<file path="src/rtl/dly_rd_pkg.sv">
package dly_rd_pkg;

    localparam int CMD_W = 4;

    typedef enum logic [1:0] {
        ST_IDLE  = 2'd0,
        ST_PEND  = 2'd1,
        ST_READY = 2'd2
    } slot_st_e;

    localparam logic [CMD_W-1:0] CMD_MRD      = 4'h6;
    localparam logic [CMD_W-1:0] CMD_MRD_MULT = 4'hC;
    localparam logic [CMD_W-1:0] CMD_MRD_LINE = 4'hE;

    function automatic logic is_mem_read(input logic [CMD_W-1:0] c);
        return (c == CMD_MRD) || (c == CMD_MRD_MULT) || (c == CMD_MRD_LINE);
    endfunction

endpackage

</file>
<file path="src/rtl/dly_rd_match.sv">
module dly_rd_match
    import dly_rd_pkg::*;
#(
    parameter int AW = 32
) (
    input  logic [AW-1:0]    req_addr_i,
    input  logic [CMD_W-1:0] req_cmd_i,
    input  logic [AW-1:0]    held_addr_i,
    input  logic [CMD_W-1:0] held_cmd_i,
    output logic             is_rd_o,
    output logic             hit_o
);
    always_comb begin
        is_rd_o = is_mem_read(req_cmd_i);
        hit_o   = (req_addr_i == held_addr_i) && (req_cmd_i == held_cmd_i);
    end
endmodule

</file>
<file path="src/rtl/dly_rd_discard.sv">
module dly_rd_discard #(
    parameter int TW = 8
) (
    input  logic          clk,
    input  logic          rst_n,
    input  logic          run_i,
    input  logic [TW-1:0] limit_i,
    output logic          expire_o
);
    logic [TW-1:0] cnt_d, cnt_q;

    always_comb begin
        cnt_d = '0;
        if (run_i && (cnt_q != limit_i)) begin
            cnt_d = cnt_q + 1'b1;
        end
        expire_o = run_i && (cnt_q == limit_i);
    end

    always_ff @(posedge clk or negedge rst_n) begin
        if (!rst_n) cnt_q <= '0;
        else        cnt_q <= cnt_d;
    end
endmodule

</file>
<file path="src/rtl/dly_rd_tracker.sv">
module dly_rd_tracker
    import dly_rd_pkg::*;
#(
    parameter int AW = 32,
    parameter int DW = 32,
    parameter int TW = 8
) (
    input  logic             clk,
    input  logic             rst_n,
    input  logic             req_valid_i,
    input  logic [AW-1:0]    req_addr_i,
    input  logic [CMD_W-1:0] req_cmd_i,
    output logic             rsp_retry_o,
    output logic             rsp_done_o,
    output logic [DW-1:0]    rsp_data_o,
    input  logic [TW-1:0]    discard_cycles_i,
    output logic             mem_rd_o,
    output logic [AW-1:0]    mem_addr_o,
    input  logic             mem_gnt_i,
    input  logic             mem_rvalid_i,
    input  logic [DW-1:0]    mem_rdata_i
);
    typedef struct packed {
        slot_st_e         st;
        logic             issued;
        logic [AW-1:0]    addr;
        logic [CMD_W-1:0] cmd;
        logic [DW-1:0]    data;
    } slot_t;

    slot_t    cur_q, nxt_d;
    slot_st_e st_q;
    logic     is_rd, hit, expire;
    logic     retry_c, done_c;

    assign st_q = cur_q.st;

    dly_rd_match #(.AW(AW)) u_match (
        .req_addr_i  (req_addr_i),
        .req_cmd_i   (req_cmd_i),
        .held_addr_i (cur_q.addr),
        .held_cmd_i  (cur_q.cmd),
        .is_rd_o     (is_rd),
        .hit_o       (hit)
    );

    dly_rd_discard #(.TW(TW)) u_discard (
        .clk      (clk),
        .rst_n    (rst_n),
        .run_i    (st_q == ST_READY),
        .limit_i  (discard_cycles_i),
        .expire_o (expire)
    );

    always_comb begin
        nxt_d   = cur_q;
        retry_c = 1'b0;
        done_c  = 1'b0;
        case (st_q)
            ST_IDLE: begin
                if (req_valid_i && is_rd) begin
                    retry_c      = 1'b1;
                    nxt_d.st     = ST_PEND;
                    nxt_d.issued = 1'b0;
                    nxt_d.addr   = req_addr_i;
                    nxt_d.cmd    = req_cmd_i;
                end
            end
            ST_PEND: begin
                if (req_valid_i && is_rd) begin
                    retry_c = 1'b1;
                end
                if (!cur_q.issued && mem_gnt_i) begin
                    nxt_d.issued = 1'b1;
                end
                if (cur_q.issued && mem_rvalid_i) begin
                    nxt_d.st   = ST_READY;
                    nxt_d.data = mem_rdata_i;
                end
            end
            ST_READY: begin
                if (req_valid_i && is_rd) begin
                    if (hit) done_c  = 1'b1;
                    else     retry_c = 1'b1;
                end
                if (done_c || expire) begin
                    nxt_d.st   = ST_IDLE;
                    nxt_d.data = '0;
                end
            end
            default: begin
                nxt_d.st = ST_IDLE;
            end
        endcase
    end

    always_ff @(posedge clk or negedge rst_n) begin
        if (!rst_n) begin
            cur_q <= '{st: ST_IDLE, issued: 1'b0, addr: '0, cmd: '0, data: '0};
        end else begin
            cur_q <= nxt_d;
        end
    end

    assign rsp_retry_o = retry_c;
    assign rsp_done_o  = done_c;
    assign rsp_data_o  = done_c ? cur_q.data : '0;
    assign mem_rd_o    = (st_q == ST_PEND) && !cur_q.issued;
    assign mem_addr_o  = cur_q.addr;

endmodule

</file>
<file path="config.mk">
export PLATFORM = sky130hd
export DESIGN_NAME = dly_rd_tracker
export DESIGN_NICKNAME = d
export VERILOG_FILES = /design/src/rtl/dly_rd_pkg.sv /design/src/rtl/dly_rd_match.sv /design/src/rtl/dly_rd_discard.sv /design/src/rtl/dly_rd_tracker.sv
export SDC_FILE = /design/constraint.sdc
export NUM_CORES = 1
export LEC_CHECK = 0
export ABC_AREA = 1
export BUFFER_PORTS_ARGS = -buffer_cell sky130_fd_sc_hd__buf_2
export CAP_MARGIN = 20
export CORE_ASPECT_RATIO = 0.9
export CORE_MARGIN = 10
export CORE_UTILIZATION = 50
export CTS_CLUSTER_DIAMETER = 150
export DETAILED_ROUTE_END_ITERATION = 6
export PLACE_DENSITY = 0.86
export SETUP_SLACK_MARGIN = 0.02
export SLEW_MARGIN = 10
export SYNTH_ARGS = -nofsm -noshare
export SYNTH_HDL_FRONTEND = slang
export SYNTH_SLANG_ARGS = --single-unit
</file>
<file path="constraint.sdc">
create_clock -name clk -period 4.3 [get_ports clk]
set_input_delay 0.215 -clock clk [delete_from_list [all_inputs] [get_ports clk]]
set_output_delay 0.215 -clock clk [all_outputs]
set_load 0.05 [all_outputs]
</file>
==> impl_metrics.toml, run 1 <==
[critical_path]
cp_max_fo = 34
critPathMostFrequentCell = "nand2_1"
slowest_stage = "nand2_2"
crit_type = "register to register"
crit_path_end_kind = "register"
r2r-start = "mem_addr_o[15]"
crit_arrival_ns = 2.88
critical_path.max_stage_delay_ns = 0.53
rrSetupSlack_ns = 1.64
worstRegToRegCells = 10
r2r_end = "cur_q[18]"
cp.required_ns = 4.52
cp_cell_sequence = "xnor2_1 -> nand2_1 -> nor2_1 -> nand2_1 -> nor2_1 -> nand4_1 -> nand2_2 -> nand2_2 -> nand2_1 -> nand2_1"
critPathLaunchType = "register"

[grt]
grt_usage_pct = 16.2
grt_pass1_wl_mm = 18.0
grt_max_degree = 80
grt_antenna_before_repair = 1
grt_overflow = 0
grt_pass1_vias = 3720

[drt]
ant_nets = 0
firstDrtPassIters = 5
totalWireLength_mm = 10.9
drc_errors = 0
wl_per_cell_um = 12.5
drtIter0Drc = 227
vias = 3991
viasPerCell = 4.55

[run]
maxCapViolCount = 0

[pwr]
combPwrFrac_pct = 46.7
power_frac_seq_pct = 36.5
p_sw_mw = 1.66
p_clk_share_pct = 16.8
swShare_pct = 47.2
finalPower_mw = 3.51
p_per_area_mw_per_mm2 = 655
p_int_mw = 1.85
power_leakage_nw = 3.21
ir_worst_vdd_v = 0.000330

[sta]
layout_min_cycle_time_ns = 2.66
slew_violations = 0
slew_headroom_pct = 58.1
tns_ns = 0
clock.fmax_ghz = 0.377
min_period_over_period_pct = 61.8
rsz0062_at_grt = "false"
final.setup.worst_slack_ns = 1.64
worstMarginPinSlew_ns = 0.627
setup_viol = 0
clock_skew_ns = 0.00669
final-hold-violation-count = 0

[outcome]
status = "completed"

[hold_path]
hold_depth = 2
hp-start = "mem_rvalid_i"
holdPathEnd = "st_q[0]"
hold_path_class = "primary input to register"

[clock_network]
clk_path_buf_depth = 2
post-cts-setup-buffers = 0
cts_tree = "built"
clk_pin_slew_worst_paths_ns = 0.07
clock-root-buffer = "clkbuf_8"
cts.htree.levels = 3
clk_latency_ns = 0.33
cts_sinks = 79
numCtsBuffers = 9
post_cts_resized = 0

[die]
dieArea_mm2 = 0.0133
die-height_um = 111
rows = 32
io_pins = 148
design.core.area_mm2 = 0.00873
start_util_pct = 52.1
die_x_um = 121

[cells_and_area]
area_delta_synth_final_pct = 17.8
final_cell_mix = "nand2_1 (217), buf_2 (146), inv_1 (93), nor2_1 (91), dfrtp_1 (79)"
num_antenna_cells = 0
nets = 837
final_area_mm2 = 0.00536
layout_commonest_cell = "nand2_1"
drive_gt1_share_pct = 24.4

[synth]
ys_ff_latch = 79
avgSynthCellArea_um2 = 7.07
yosys_warnings = 0
synth.distinct_cells = 29
syn_inst = 644
ys_seq_area_share_pct = 43.4
synth_area_mm2 = 0.00455
syn_nets = 726

[place]
hpwl_mm = 8.29
finalWeightedCongestion = 0.776
place.port_buffers = 147
postPlaceCellArea_mm2 = 0.00511
preCtsSetupSlack_ns = 1.62
synth_stat cells:
cell type	n	area, um2
nor2_4	1	11.3
nor3_2	1	10.0
o21ai_0	2	10.0
or2_0	1	6.26
dfrtp_1	79	1980
buf_6	3	33.8
nor4_2	1	12.5
and3_1	1	6.26
inv_2	12	45.0
nand2_1	217	815
xnor2_1	15	131
a31oi_1	1	6.26
nor3_1	5	25.0
nand3_1	35	175
buf_2	13	65.1
o311ai_1	1	8.76
inv_1	93	349
a21oi_1	3	15.0
buf_4	32	240
xor2_1	16	140
clkbuf_1	5	18.8
nor3_4	1	16.3
nand2_2	2	12.5
nor3b_1	1	7.51
o21ai_1	8	40.0
nand4_1	2	12.5
nor2_2	1	6.26
nor2_1	91	342
ha_1	1	12.5
registers in the layout, indices dropped and copies added (netlist names):
name	cells
cur_q	37
mem_addr_o	32
st_q	2
u_discard.cnt_q	8
power groups by stage:
stage	logic (mW)	registers, mW	clock network (mW)
global route	1.82	1.32	0.634
floorplan	1.53	1.25	0
detailed placement	1.66	1.29	0
finish	1.64	1.28	0.589
CTS	1.66	1.28	0.605
global placement	1.62	1.28	0
kinds of logic after synthesis:
group / after synthesis / share of synthesized area (%)
buffers and inverters: 158 / 16.5
xor gates and xnor gates: 31 / 5.97
AOI/OAI and AO/OA: 15 / 1.76
DFF: 79 / 43.4
and+or+nand+nor: 360 / 32.0
adders and majority gates: 1 / 0.275
metrics by stage:
step	util [%]	instances	hold slack [ns]
2_1_floorplan	-	644	-0.0806
3_3_place_gp	58.5	861	0.432
3_5_place_dp	58.5	861	0.432
4_1_cts	61.0	876	0.0633
5_1_grt	61.4	878	0.0817
6_report	61.4	878	0.0851
layer usage:
layer | global-route usage, % | share of wire, % | vias to the layer above
li1 | - | - | 2082
met1 | 20.4 | 45 | 1785
met2 | 25.7 | 47 | 114
met3 | 5.08 | 7.1 | 8
met4 | 4.96 | 1.1 | 2
met5 | 0 | 0.15 | -
layout make-up:
type | instances | area (um2)
Fill cell | 828 | 3370
Timing Repair Buffer | 153 | 806
Inverter | 105 | 394
Multi-Input combinational cell | 407 | 1820
Clock inverter | 4 | 70.1
Tap cell | 119 | 149
Clock buffer | 11 | 141
Sequential cell | 79 | 1980
timing repair:
action | CTS | global route
hold endpoints to repair | 0 | 26
endpoints found under the setup margin | 0 | 0
hold buffers | 0 | 1
worst max path at each step:
stage                          end      startpoint  cells past startpoint
finish                   cur_q[18]  mem_addr_o[15]                     10
global route             cur_q[13]   mem_addr_o[0]                     10
CTS                      cur_q[10]   mem_addr_o[0]                     10
detailed placement       cur_q[10]   mem_addr_o[0]                     10
global placement         cur_q[14]  mem_addr_o[15]                     10
floorplan           rsp_data_o[22]  mem_addr_o[11]                     10
worst max-delay path, delay by kind of cell (launching register included):
kind | cells | cell delay (ns)
xor gates and xnor gates | 1 | 0.17
and+or+nand+nor | 9 | 1.95
DFF | 1 | 0.41
Note: power is estimated with default switching activity, not from simulation.
==> run 2, diff against run 1 <==
- CORE_UTILIZATION: 50 -> 46
- PLACE_DENSITY: 0.86 -> 0.83
- clock period: 4.3 -> 2.25 ns (I/O delays scaled with it)
==> run 2 against run 1 <==
The run now ends with negative setup slack left; sequential share of layout area decreased by 4.5 points; non-clock buffer count grew 36; clock-buffer cell count down 2; power grew 99%.
==> impl_metrics.toml, run 2 (synthesis results as in run 1) <==
[outcome]
status = "complete, but fails checks"
violations = "negative setup slack"

[drt]
wl_per_cell_um = 13.7
vias = 4245
routedLengthMet1_mm = 5.47
maxUsedRoutingLayer = "met4"
dr_wl_met2_mm = 6.37
totalWireLength_mm = 12.6
firstDrtPassIters = 4
drc_errors = 0
viasPerCell = 4.61
ant_nets = 0
dr_wl_met3_um = 632
drtIter0Drc = 334

[cells_and_area]
finalNonFillerCells = 921
largest_register = "cur_q"
drive_gt1_share_pct = 29.1
layout_commonest_cell = "nand2_1"
area_delta_synth_final_pct = 34.3
largest_reg_flops = 37
nets = 873
final_cell_mix = "nand2_1 (216), buf_2 (111), inv_1 (92), dfrtp_1 (79), nor2_1 (59)"

[critical_path]
critical-path-top-delay-family = "simple AND/OR/NAND/NOR gates"
crit_start = "mem_addr_o[2]"
cp.required_ns = 2.14
crit_arrival_ns = 2.18
critPathMostFrequentCell = "nor2_2"
crit_cells = 11
cp_cell_sequence = "xnor2_1 -> nand2_1 -> nor2_2 -> nand2_1 -> nor2_2 -> nand4_1 -> inv_2 -> nand2_4 -> clkbuf_16 -> nor2_2 -> buf_6"
slowest_stage = "dfrtp_1"
critical_path.max_stage_delay_ns = 0.42
crit_buf_inv = 3
critPathLaunchType = "register"
worstRegToRegCells = 12
r2r-start = "mem_addr_o[2]"
cp_max_fo = 8
crit_path_end_kind = "output pin"
crit_type = "register to output pin"

[sta]
slew_headroom_pct = 65.4
clock.fmax_ghz = 0.435
rsz0062_at_grt = "true"
min_period_over_period_pct = 102
setup_viol = 21
worstMarginPinSlew_ns = 0.518
layout_min_cycle_time_ns = 2.30
final-hold-violation-count = 0
clock_skew_ns = 0.0101
final.setup.worst_slack_ns = -0.0469
slew_violations = 0

[clock_network]
cts.htree.levels = 3
numCtsBuffers = 9
cts_sinks = 79
cts_tree = "built"
clk_latency_ns = 0.33
clk_path_buf_depth = 2
clk_pin_slew_worst_paths_ns = 0.08
clock-root-buffer = "clkbuf_8"

[die]
io_pins = 148
rows = 34
start_util_pct = 47.1
design.core.area_mm2 = 0.00966
die-height_um = 114
die_x_um = 125
dieArea_mm2 = 0.0143

[place]
preCtsSetupSlack_ns = 0.141
place.port_buffers = 147
placed_cells = 871
finalWeightedCongestion = 0.827
hpwl_mm = 8.43

[pwr]
power_leakage_nw = 3.43
p_per_area_mw_per_mm2 = 1150
ir_worst_vdd_v = 0.000721

[grt]
grt_usage_pct = 16.4
grt_pass1_vias = 4015
grt_overflow = 0
grt_antenna_before_repair = 1
grt_pass1_wl_mm = 19.6
grt_max_degree = 45

[hold_path]
hp-start = "req_addr_i[24]"
hold_path_class = "primary input to register"
hold_depth = 3

[run]
maxCapViolCount = 0
## run 2: cell count changes in the layout (fill, tap and decap cells not counted), moves of 2 or more
cell / before / now
nor2_1: 91 / 59
nor2_4: 1 / 8
buf_2: 146 / 111
buf_6: 0 / 28
buf_4: 5 / 13
dlygate4sd3_1: 1 / 26
buf_8: 0 / 6
clkbuf_16: 0 / 2
nor2_2: 1 / 26
buf_12: 0 / 3
## run 2: final cells by class
class | instances | area (um2)
inverters | 105 | 394
flip-flops and latches | 79 | 1980
repair buffers | 189 | 1430
fillers | 847 | 3550
diodes | 1 | 2.50
clock buffers | 9 | 124
clock inverters | 5 | 75.1
well taps | 126 | 158
multi-input cells | 407 | 1950
## run 2: worst register-to-register path: stages (launching register included)
cell and delay, ns:
dfrtp_1 0.42, xnor2_1 0.16, nand2_1 0.08, nor2_2 0.12, nand2_1 0.07, nor2_2 0.16
nand4_1 0.15, buf_4 0.18, nand2_2 0.09, nand2_2 0.05, buf_4 0.23, nand2_1 0.12
nand2_1 0.06
## run 2: timing repair
action / in CTS / in global routing
cloned: 0 / 3
gates resized for setup: 52 / 66
endpoints found under the hold margin: 60 / 0
endpoints found under the setup margin: 33 / 33
pin swaps: 1 / 11
buffers inserted: 2 / 6
hold buffers: 26 / 0
## run 2: through the flow
step	hold WS [ns]	power [mW]	utilization, %	TNS [ns]	instance area (um2)
after floorplan	-0.183	5.31	-	0	4550
after global placement	0.104	5.64	53.5	0	5170
after detailed placement	0.110	5.72	53.5	0	5170
after CTS	0.000826	6.90	59.9	-1.04	5790
after global routing	0.0178	7.54	63.3	-6.77	6110
final	0.0232	7.00	63.3	-0.302	6110
## run 2: worst paths after layout
kind | to | slack (ns)
setup / recovery | rsp_data_o[3] | -0.05
setup reg to reg | cur_q[24] | 0.28
hold / removal | mem_addr_o[24] | 0.02
max in group asynchronous | cur_q[8] | 1.36
min in group asynchronous | mem_addr_o[31] | 0.29
hold reg to reg | cur_q[8] | 0.47
## run 2: metal layers
layer | GRT usage (%) | vias to the layer above
li1 | - | 2158
met1 | 20.5 | 1982
met2 | 27.5 | 97
met3 | 4.26 | 8
met4 | 4.68 | 0
met5 | 0 | -
## run 2: power by group
group / leakage [nW] / switching (mW) / internal, mW
Sequential: 1.00 / 0.443 / 2.01
Clock: 0.105 / 0.486 / 0.607
Combinational: 2.33 / 2.43 / 1.03
